===== src/rtl/sfu_pkg.sv =====
package sfu_pkg;
  typedef enum logic [1:0] {
    OP_SUB = 2'b00,
    OP_SBC = 2'b01,
    OP_CMP = 2'b10,
    OP_CPC = 2'b11
  } op_e;

  localparam int unsigned SR_W  = 8;
  localparam int unsigned BIT_I = 7;
  localparam int unsigned BIT_T = 6;
  localparam int unsigned BIT_H = 5;
  localparam int unsigned BIT_S = 4;
  localparam int unsigned BIT_V = 3;
  localparam int unsigned BIT_N = 2;
  localparam int unsigned BIT_Z = 1;
  localparam int unsigned BIT_C = 0;

  typedef struct packed {
    logic h;
    logic s;
    logic v;
    logic n;
    logic z;
    logic c;
  } flags_t;
endpackage


===== src/rtl/sfu_diff.sv =====
module sfu_diff #(
  parameter int unsigned DW = 8
) (
  input  logic [DW-1:0] a_i,
  input  logic [DW-1:0] b_i,
  input  logic          cin_i,
  output logic [DW-1:0] diff_o
);
  always_comb diff_o = a_i - b_i - {{(DW-1){1'b0}}, cin_i};
endmodule


===== src/rtl/sfu_flag_calc.sv =====
module sfu_flag_calc
  import sfu_pkg::*;
#(
  parameter int unsigned DW = 8
) (
  input  logic [DW-1:0] a_i,
  input  logic [DW-1:0] b_i,
  input  logic [DW-1:0] r_i,
  input  logic          chain_i,
  input  logic          z_old_i,
  output flags_t        flags_o
);
  localparam int unsigned MSB = DW - 1;
  localparam int unsigned HB  = DW / 2 - 1;

  logic [DW-1:0] brw_vec;
  logic [DW-1:0] ovf_vec;
  logic          r_zero;

  always_comb begin
    // borrow out of each bit position
    brw_vec = (~a_i & b_i) | (b_i & r_i) | (r_i & ~a_i);
    ovf_vec = (a_i & ~b_i & ~r_i) | (~a_i & b_i & r_i);
    r_zero  = (r_i == '0);
    flags_o.c = brw_vec[MSB];
    flags_o.h = brw_vec[HB];
    flags_o.v = ovf_vec[MSB];
    flags_o.n = r_i[MSB];
    flags_o.s = r_i[MSB] ^ ovf_vec[MSB];
    flags_o.z = chain_i ? (r_zero & z_old_i) : r_zero;
  end
endmodule


===== src/rtl/sfu_sreg.sv =====
module sfu_sreg
  import sfu_pkg::*;
(
  input  logic            clk_i,
  input  logic            rst_ni,
  input  logic            upd_i,
  input  flags_t          flags_i,
  input  logic            wr_i,
  input  logic [SR_W-1:0] wr_data_i,
  output logic [SR_W-1:0] sreg_o
);
  logic [SR_W-1:0] sreg_q;

  always_ff @(posedge clk_i or negedge rst_ni) begin
    if (!rst_ni) begin
      sreg_q <= '0;
    end else if (wr_i) begin
      sreg_q <= wr_data_i;
    end else if (upd_i) begin
      sreg_q[BIT_H] <= flags_i.h;
      sreg_q[BIT_S] <= flags_i.s;
      sreg_q[BIT_V] <= flags_i.v;
      sreg_q[BIT_N] <= flags_i.n;
      sreg_q[BIT_Z] <= flags_i.z;
      sreg_q[BIT_C] <= flags_i.c;
    end
  end

  assign sreg_o = sreg_q;

  p_rst_clear_r1: assert property (@(posedge clk_i) disable iff (!rst_ni)
    $rose(rst_ni) |-> sreg_q == '0);
  p_it_keep_r10: assert property (@(posedge clk_i) disable iff (!rst_ni)
    (upd_i && !wr_i) |=> (sreg_q[BIT_I] == $past(sreg_q[BIT_I]) &&
                          sreg_q[BIT_T] == $past(sreg_q[BIT_T])));
  p_wr_load_r11: assert property (@(posedge clk_i) disable iff (!rst_ni)
    wr_i |=> sreg_q == $past(wr_data_i));
  p_idle_hold_r12: assert property (@(posedge clk_i) disable iff (!rst_ni)
    (!upd_i && !wr_i) |=> $stable(sreg_q));
  p_sign_r6: assert property (@(posedge clk_i) disable iff (!rst_ni)
    (upd_i && !wr_i) |=> sreg_q[BIT_S] == (sreg_q[BIT_N] ^ sreg_q[BIT_V]));
endmodule


===== src/rtl/status_flag_unit.sv =====
module status_flag_unit
  import sfu_pkg::*;
#(
  parameter int unsigned DW = 8
) (
  input  logic            clk_i,
  input  logic            rst_ni,
  input  logic            op_valid_i,
  input  logic [1:0]      op_sel_i,
  input  logic [DW-1:0]   rd_i,
  input  logic [DW-1:0]   rr_i,
  input  logic            sr_wr_i,
  input  logic [SR_W-1:0] sr_data_i,
  output logic [DW-1:0]   res_o,
  output logic            res_we_o,
  output logic [SR_W-1:0] sreg_o
);
  op_e    op;
  logic   chain;
  logic   is_cmp;
  logic   cin;
  flags_t flags;

  always_comb begin
    op     = op_e'(op_sel_i);
    chain  = (op == OP_SBC) || (op == OP_CPC);
    is_cmp = (op == OP_CMP) || (op == OP_CPC);
    cin    = chain & sreg_o[BIT_C];
  end

  sfu_diff #(.DW(DW)) u_diff (
    .a_i    (rd_i),
    .b_i    (rr_i),
    .cin_i  (cin),
    .diff_o (res_o)
  );

  sfu_flag_calc #(.DW(DW)) u_flags (
    .a_i     (rd_i),
    .b_i     (rr_i),
    .r_i     (res_o),
    .chain_i (chain),
    .z_old_i (sreg_o[BIT_Z]),
    .flags_o (flags)
  );

  sfu_sreg u_sreg (
    .clk_i     (clk_i),
    .rst_ni    (rst_ni),
    .upd_i     (op_valid_i),
    .flags_i   (flags),
    .wr_i      (sr_wr_i),
    .wr_data_i (sr_data_i),
    .sreg_o    (sreg_o)
  );

  assign res_we_o = op_valid_i & ~is_cmp;

  p_cmp_no_we_r9: assert property (@(posedge clk_i) disable iff (!rst_ni)
    op_sel_i[1] |-> !res_we_o);
  p_z_chain_r8: assert property (@(posedge clk_i) disable iff (!rst_ni)
    (op_valid_i && !sr_wr_i && op_sel_i[0] && !sreg_o[BIT_Z]) |=> !sreg_o[BIT_Z]);
endmodule


===== config.mk =====
export PLATFORM = sky130hd
export DESIGN_NAME = status_flag_unit
export DESIGN_NICKNAME = d
export VERILOG_FILES = /design/src/rtl/sfu_pkg.sv /design/src/rtl/sfu_diff.sv /design/src/rtl/sfu_flag_calc.sv /design/src/rtl/sfu_sreg.sv /design/src/rtl/status_flag_unit.sv
export SDC_FILE = /design/constraint.sdc
export NUM_CORES = 1
export LEC_CHECK = 0
export BUFFER_PORTS_ARGS = -buffer_cell sky130_fd_sc_hd__buf_2
export CAP_MARGIN = 20
export CORE_ASPECT_RATIO = 1.25
export CORE_MARGIN = 3
export CORE_UTILIZATION = 49
export CTS_CLUSTER_DIAMETER = 150
export DETAILED_ROUTE_END_ITERATION = 7
export GPL_ROUTABILITY_DRIVEN = 0
export PLACE_DENSITY = 0.89
export SLEW_MARGIN = 20
export SYNTH_ARGS = -nofsm -noshare
export SYNTH_HDL_FRONTEND = slang
export SYNTH_SLANG_ARGS = --single-unit

===== constraint.sdc =====
create_clock -name clk_i -period 4.2 [get_ports clk_i]
set_input_delay 0.63 -clock clk_i [delete_from_list [all_inputs] [get_ports clk_i]]
set_output_delay 0.63 -clock clk_i [all_outputs]
set_load 0.05 [all_outputs]

* Yosys cells after proc, flatten, opt, wreduce, memory -nomap -nowiden
Cells that the tools add are included.
** Cells by class
- Add/subtract/negate cells :: 2
- Equality and inequality tests :: 3
- Multiplexer cells :: 3
- Bitwise logic cells :: 17
- Reduce and logical (&&, ||, !) cells :: 4
** Operators with widths (count)
- 8-bit AND :: 6
- 8-bit inverter :: 3
- 8-bit OR :: 3
- 6-bit 2-to-1 mux :: 2
- 8-bit zero test :: 1
- 8-bit by 1-bit subtractor with 8-bit output :: 1
- 8-bit subtractor :: 1
- 2-bit equality test (second input constant) :: 2
- 1-bit AND :: 3
- 2-bit by 1-bit equality test with 1-bit output (second input constant) :: 1
- 1-bit logical OR :: 2
- 2-bit nonzero test :: 1
- 1-bit 2-to-1 mux :: 1
- 1-bit inverter :: 1
- 1-bit XOR :: 1
** Storage, ports and cells
- Register bits after elaboration :: 8
- Bits of input ports :: 30
- Output and inout bits :: 17
- Word-level logic and storage cells :: 31

* Depth between registers and ports, before layout
Gate-level depths: netlist (run 1).
- Depth after elaboration :: 10
- Mapped depth :: 10
- Mapped depth without buffers :: 9

* Modules after synthesis
A second synthesis (run 1) with hierarchy kept.
** Unflattened totals
- Cell total of the unflattened synthesis :: 107
- Area, all modules :: 908.4 sq um
** By module, submodules not included
- sfu_diff :: times used 1, cells each 60, area each 440.4 sq um, sequential area each 0.0 sq um
- sfu_sreg :: times used 1, cells each 30, area each 357.8 sq um, sequential area each 200.2 sq um
- sfu_flag_calc :: times used 1, cells each 14, area each 86.3 sq um, sequential area each 0.0 sq um
- status_flag_unit :: times used 1, cells each 3, area each 23.8 sq um, sequential area each 0.0 sq um

* Least setup slack after synthesis (run 1)
No wires, ideal clock.
- Kind :: register to output
- Start point :: register u_sreg.sreg_q[0], in the netlist u_sreg.sreg_o[0]
- End point :: output res_o[5]
- Arrival :: 2.609 ns
- Required time :: 3.570 ns
- Setup slack :: 0.961 ns
- Cell stages (with the launch flop) :: 7
- Buffers on the path :: 0
- Cell sequence :: dfrtp_1 nand2_1 fa_1 ha_1 o21ai_0 a32oi_1 xor2_1
** Between the ends
- Word-level cells in the longest chain between the ends :: 2
** RTL lines
- from (decl) :: RTL line sfu_sreg.sv:12 : logic [SR_W-1:0] sreg_q;
- from (signal assigned) :: RTL line sfu_sreg.sv:18 : sreg_q <= wr_data_i;
- from (signal, indexed assignment) :: RTL line sfu_sreg.sv:20 : sreg_q[BIT_H] <= flags_i.h;
- from (signal, indexed assignment) :: RTL line sfu_sreg.sv:21 : sreg_q[BIT_S] <= flags_i.s;
- 1-bit AND :: RTL line status_flag_unit.sv:28 : cin = chain & sreg_o[BIT_C];
- 8-bit by 1-bit subtractor with 8-bit output :: RTL line sfu_diff.sv:9 : always_comb diff_o = a_i - b_i - {{(DW-1){1'b0}}, cin_i};
- to (decl) :: RTL line status_flag_unit.sv:14 : output logic [DW-1:0] res_o,
No other way between the ends.

* Worst setup path after layout (run 1)
- Start point :: input rd_i[0]
- End point :: output res_o[7]
** Between the ends
- Word-level cells in the longest chain between the ends :: 2
** RTL lines
- from (decl) :: RTL line status_flag_unit.sv:10 : input logic [DW-1:0] rd_i,
- 8-bit subtractor :: RTL line sfu_diff.sv:9
- 8-bit by 1-bit subtractor with 8-bit output :: RTL line sfu_diff.sv:9
No other way between the ends.

==> results.json, run 1 <==
{
  "dp_slack_ns": 1.00,
  "setup_viol": 0,
  "async_reset_ff_share_pct": 100,
  "power.leakage_uw": 0.000672,
  "nets": 206,
  "drv_slew": 0,
  "p_sw_share_pct": 53.6,
  "post-route-min-period_ns": 3.20,
  "cts_tree": "done",
  "wl_um": 2180,
  "ys_types": 40,
  "initial_core_util_pct": 52.6,
  "antenna_cells": 0,
  "path_class": "input pin to output port",
  "p_sw_uw": 230,
  "powerDensity_nw_per_um2": 359,
  "rsz0062_at_grt": "no",
  "clk_pin_slew_ns": 0.05,
  "synth_compound_area_share_pct": 18.9,
  "die_h_um": 55.3,
  "maxCapViolations": 0,
  "place_inst": 174,
  "p_clk_share_pct": 13.2,
  "tns_ns": 0,
  "cts_resized": 0,
  "coreArea_um2": 1810,
  "postCtsHoldBufs": 0,
  "antenna_found_initial": 0,
  "min_period_over_period_pct": 76.2,
  "dr.pass1.iters": 4,
  "groute.usage.overall_pct": 19.0,
  "end_kind": "output port",
  "grt_pass1_vias": 958,
  "portBuffers": 46,
  "syn2layout_area_growth_pct": 26.1,
  "synth.avg_cell_area_um2": 8.34,
  "crit_arrival_ns": 2.57,
  "final_area_um2": 1200,
  "hpwl_um": 1950,
  "post-cts-setup-buffers": 0,
  "hold_viol": 0,
  "fp.dieW_um": 45.4,
  "worst-path-max-fanout": 5,
  "drc": 0,
  "synth-main-ff-cell": "dfrtp_1",
  "setup.worst_path.start_class": "input pin",
  "synthMuxAreaShare_pct": 3.42,
  "drive_gt1_share_pct": 34.8,
  "clk_latency_ns": 0.25,
  "setup_ws_ns": 1.00,
  "p_seq_share_pct": 21.2,
  "root_buffer": "clkbuf_4",
  "clock_skew_ns": 0.00638,
  "critPathRequiredTime_ns": 3.57,
  "fmax_mhz": 313,
  "wl_per_cell_um": 12.3,
  "p_comb_share_pct": 65.6,
  "fin_cells": 177,
  "first_iter_violations": 10,
  "hold_class": "input pin to asynchronous set/reset pin",
  "finalPower_uw": 430,
  "cts-htree-levels": 1,
  "grt_overflow_total": 0,
  "synth_xor_area_share_pct": 6.45,
  "syn-cell-area_um2": 951,
  "worst_ir_drop_vdd_mv": 0.310,
  "worst_pin_slew_ns": 0.330,
  "cts.sinks": 8,
  "synthAdderAreaFrac_pct": 22.6,
  "cts_made_buffers": 3,
  "syn-num-nets": 160,
  "r2r_slack_ns": 1.53,
  "ioPinCount": 47,
  "rows": 17,
  "intPower_uw": 199,
  "grt_first_pass_wirelength_um": 3780,
  "status": "completed",
  "clk_path_buf_depth": 2,
  "synth_top_family_by_area": "adder cells",
  "largest_reg_flops": 8,
  "relSlewSlack_pct": 77.9,
  "synth-simple-area-share_pct": 15.0,
  "synth-seq-cells": 8,
  "grt_max_degree": 17,
  "dieArea_um2": 2510,
  "synthCells": 114,
  "vias": 971,
  "synth_edf_count": 0,
  "placed_area_um2": 1180,
  "detail-route-antenna-nets": 0,
  "yosysSeqAreaShare_pct": 21.1,
  "viasPerCell": 5.49,
  "ys_warn_count": 0
}
-- routing by layer --
metal | share of wire [%] | wire [µm] | GRT usage, %
met5 | 0 | 0 | 0
met4 | 0.78 | 17 | 4.18
met3 | 10 | 218 | 2.28
met2 | 52 | 1120 | 33.9
met1 | 38 | 819 | 23.0
-- synthesized netlist by cell type (2+ instances only) --
cell type / number / area share, %
o21ai_0: 4 / 2.1
nand2_1: 7 / 2.8
dfrtp_1: 8 / 21
a21oi_1: 3 / 1.6
xnor2_1: 3 / 2.8
inv_1: 24 / 9.5
o211ai_1: 2 / 1.6
mux2_2: 2 / 2.4
xor2_1: 4 / 3.7
ha_1: 14 / 18
buf_2: 2 / 1.1
nor2_1: 9 / 3.6
buf_4: 2 / 1.6
nand2b_1: 2 / 1.3
fa_1: 2 / 4.2
o31ai_1: 2 / 1.6
-- metrics by stage --
step           hold slack (ns)  utilization (%)
2_1_floorplan            0.334                -
3_3_place_gp             0.473             65.1
3_5_place_dp             0.481             65.1
4_1_cts                  0.213             66.3
5_1_grt                  0.217             66.3
6_report                 0.210             66.3
-- cells in the final DEF, fill, tap and decap left out, types with 2 or more instances in the layout --
cell type	Yosys	final
xor2_1	4	4
o211ai_1	2	2
mux2_2	2	2
a21oi_1	3	3
o21ai_0	4	4
buf_2	2	46
ha_1	14	14
inv_1	24	24
nand2b_1	2	2
dfrtp_1	8	8
o31ai_1	2	2
nand2_1	7	7
fa_1	2	2
xnor2_1	3	3
nor2_1	9	9
clkbuf_4	0	3
-- power by group through the flow --
stage	Sequential [µW]	Combinational (µW)	Clock [µW]
final	91.0	282	56.7
after global routing	92.1	304	61.4
after global placement	91.9	275	0
after floorplan	120	190	0
after CTS	91.2	282	59.1
after detailed placement	92.5	282	0
-- kinds of logic (layout without fill, tap and decap cells) --
kind of cell    after synthesis  count (layout)
fa+ha+maj                    16              16
xor+xnor                      7               7
buf+inv                      29              73
compound gates               23              23
flops                         8               8
mux                           3               3
simple gates                 28              28
-- layout make-up --
class,instances,area [µm²]
clock buffers,3,22.5
fillers,155,609
inverters,24,90.1
multi-input cells,77,632
flip-flops and latches,8,200
well taps,19,23.8
repair buffers,46,230
-- worst paths after layout --
| kind | from | end | depth (start not counted) |
|---|---|---|---|
| worst max-delay path | rd_i[0] | res_o[7] | 8 |
| worst min-delay path | rst_ni | u_sreg.sreg_o[5] | 1 |
| worst max register to register | u_sreg.sreg_o[0] | u_sreg.sreg_o[1] | 7 |
| worst min register to register | u_sreg.sreg_o[7] | u_sreg.sreg_o[7] | 1 |
| max in group asynchronous | rst_ni | u_sreg.sreg_o[3] | 1 |
| min in group clk_i | u_sreg.sreg_o[7] | u_sreg.sreg_o[7] | 1 |
-- critical path: stages --
cell and delay (ns):
buf_2 0.11, fa_1 0.43, ha_1 0.30, nand2_1 0.08, a21o_1 0.19, a31oi_1 0.25
or2_1 0.27, buf_2 0.31
No activity file was read; power rests on OpenSTA's default activity.
==> run 2: changes to the inputs <==
ABC_AREA = 1   (was unset)
CORE_UTILIZATION = 43   (was 49)
PLACE_DENSITY = 0.8   (was 0.89)
clock period = 2.7 ns   (was 4.2 ns; I/O delays follow)
==> results.json, run 2 <==
{
  "clk_path_buf_depth": 2,
  "status": "completed",
  "hpwl_um": 1980,
  "synthCells": 154,
  "crit_chain": "nand2_1 > fa_2 > inv_1 > ha_1 > nor2_1 > o21ai_1 > xnor2_1 > inv_1 > buf_6",
  "cts.sinks": 8,
  "drc": 0,
  "r2r_start": "u_sreg.sreg_o[0]",
  "synth-main-ff-cell": "dfrtp_1",
  "crit_buf_inv": 3,
  "setup.worst_path.start_class": "flip-flop",
  "drv_slew": 0,
  "path_class": "flip-flop to output port",
  "end_kind": "output port",
  "antenna_found_initial": 0,
  "synth_edf_count": 0,
  "portBuffers": 46,
  "grt_max_degree": 14,
  "crit_top_cell": "inv_1",
  "synth_top_area_share_pct": 18.4,
  "groute.usage.overall_pct": 15.3,
  "min_period_over_period_pct": 96.2,
  "slowest_delay_ns": 0.55,
  "clock_skew_ns": 0.00299,
  "min-delay-start": "sr_data_i[5]",
  "dieArea_um2": 3170,
  "post-route-min-period_ns": 2.60,
  "crit_arrival_ns": 2.19,
  "power.leakage_uw": 0.000852,
  "fin_cells": 234,
  "relSlewSlack_pct": 68.4,
  "clk_pin_slew_ns": 0.05,
  "antenna_cells": 0,
  "grt_pass1_vias": 1001,
  "synth_largest_area_cell": "dfrtp_1",
  "dr.pass1.iters": 4,
  "synth.avg_cell_area_um2": 7.05,
  "ys_warn_count": 0,
  "worst_pin_slew_ns": 0.472,
  "critPathTopFamily": "adder cells",
  "hold_class": "input pin to flip-flop",
  "final_cell_mix": "buf_2, inv_1, nand2_1, ha_1, nor2_1",
  "wl_per_cell_um": 9.82,
  "place_inst": 229,
  "nets": 251,
  "worst_ir_drop_vdd_mv": 0.413,
  "worst-path-max-fanout": 3,
  "synthTopCellsByArea": "dfrtp_1, ha_1, inv_1",
  "ys_types": 30,
  "final_util_pct": 60.3,
  "syn-cell-area_um2": 1090,
  "maxCapViolations": 0,
  "vias": 1073,
  "critPathRequiredTime_ns": 2.30,
  "grt_overflow_total": 0,
  "coreArea_um2": 2310,
  "first_iter_violations": 9,
  "async_reset_ff_share_pct": 100,
  "cts-htree-levels": 1,
  "root_buffer": "clkbuf_4",
  "detail-route-antenna-nets": 0,
  "die_h_um": 62.2,
  "cts_tree": "done",
  "fmax_mhz": 385,
  "setup_viol": 0,
  "initial_core_util_pct": 47.1,
  "largest_reg_flops": 8,
  "ys_top_cells_by_count": "inv_1, nand2_1, ha_1, nor2_1, dfrtp_1",
  "syn-num-nets": 200,
  "yosysSeqAreaShare_pct": 18.4,
  "fp.dieW_um": 51.0,
  "grt_first_pass_wirelength_um": 3940,
  "rows": 19,
  "drive_gt1_share_pct": 34.0,
  "powerDensity_nw_per_um2": 537,
  "hold_viol": 0,
  "ioPinCount": 47,
  "fill_cells": 236,
  "viasPerCell": 4.59,
  "final_common_cell": "buf_2",
  "cpMaxStageDelayCell": "fa_2",
  "synth-seq-cells": 8,
  "cts_made_buffers": 3,
  "startpoint": "u_sreg.sreg_o[0]",
  "clk_latency_ns": 0.25,
  "synth.most_common_cell": "inv_1",
  "syn2layout_area_growth_pct": 28.0,
  "wl_um": 2300
}
[run 2: cell count changes after synthesis, sizes merged, moves of 2 or more]
| cell | before | now |
|---|---|---|
| nand2 | 7 | 39 |
| inv | 24 | 41 |
| nand3 | 1 | 11 |
| nor2 | 9 | 12 |
| o31ai | 3 | 0 |
| a21o | 2 | 0 |
| a21oi | 3 | 5 |
| a22oi | 1 | 3 |
| nand2b | 2 | 0 |
| or4 | 2 | 0 |
[run 2: cells by family after synthesis]
group                      share of synthesized area [%]
AOI/OAI and AO/OA                                   6.80
xor gates and xnor gates                            6.22
adders and majority gates                           19.8
buffers and inverters                               16.9
DFF                                                 18.4
muxes                                               2.07
and+or+nand+nor                                     29.7
[run 2: path summary, 6_finish.rpt]
kind,end,cells past startpoint,slack [ns]
max in group asynchronous,u_sreg.sreg_o[6],2,2.01
hold / removal,u_sreg.sreg_o[5],3,0.37
min in group asynchronous,u_sreg.sreg_o[2],2,0.52
setup / recovery,res_o[5],9,0.10
setup reg to reg,u_sreg.sreg_o[1],10,0.64
hold reg to reg,u_sreg.sreg_o[5],2,0.49
[run 2: layout make-up]
class	instances	area, µm²	area share, %
Sequential cell	8	200	14.4
Tap cell	31	38.8	2.79
Timing Repair Buffer	49	264	19.0
Clock buffer	3	22.5	1.62
Inverter	42	158	11.3
Multi-Input combinational cell	101	707	50.9
[run 2: where the power goes]
part / total, µW / switching (µW) / internal [µW]
clock network: 88.3 / 37.6 / 50.7
logic: 515 / 354 / 161
registers: 143 / 8.19 / 135
[run 2: through the flow]
stage | total power [µW] | hold WS, ns | setup TNS [ns] | setup slack (ns) | cell area (µm²)
5_1_grt | 807 | 0.374 | -0.0748 | -0.0748 | 1390
2_1_floorplan | 526 | 0.109 | 0 | 0.172 | 1090
6_report | 746 | 0.374 | 0 | 0.102 | 1390
4_1_cts | 730 | 0.369 | 0 | 0.0527 | 1370
3_3_place_gp | 632 | 0.251 | 0 | 0.232 | 1340
3_5_place_dp | 638 | 0.253 | 0 | 0.201 | 1340
[run 2: worst min-delay path: cells and delay by family]
| family | cells | cell delay, ns |
|---|---|---|
| and+or+nand+nor | 2 | 0.11 |
| buffers and inverters | 1 | 0.07 |
[run 2: metal layers]
metal	GRT usage (%)	share of wire, %
met1	18.4	41
met2	26.6	51
met3	3.59	8.1
met4	4.04	0
met5	0	0
[run 2: what timing repair did]
item,4_1_cts,5_1_grt
setup buffers,0,1
endpoints found under the hold margin,8,0
setup endpoints to repair,0,4
hold buffers,1,0
gates resized for setup,0,7
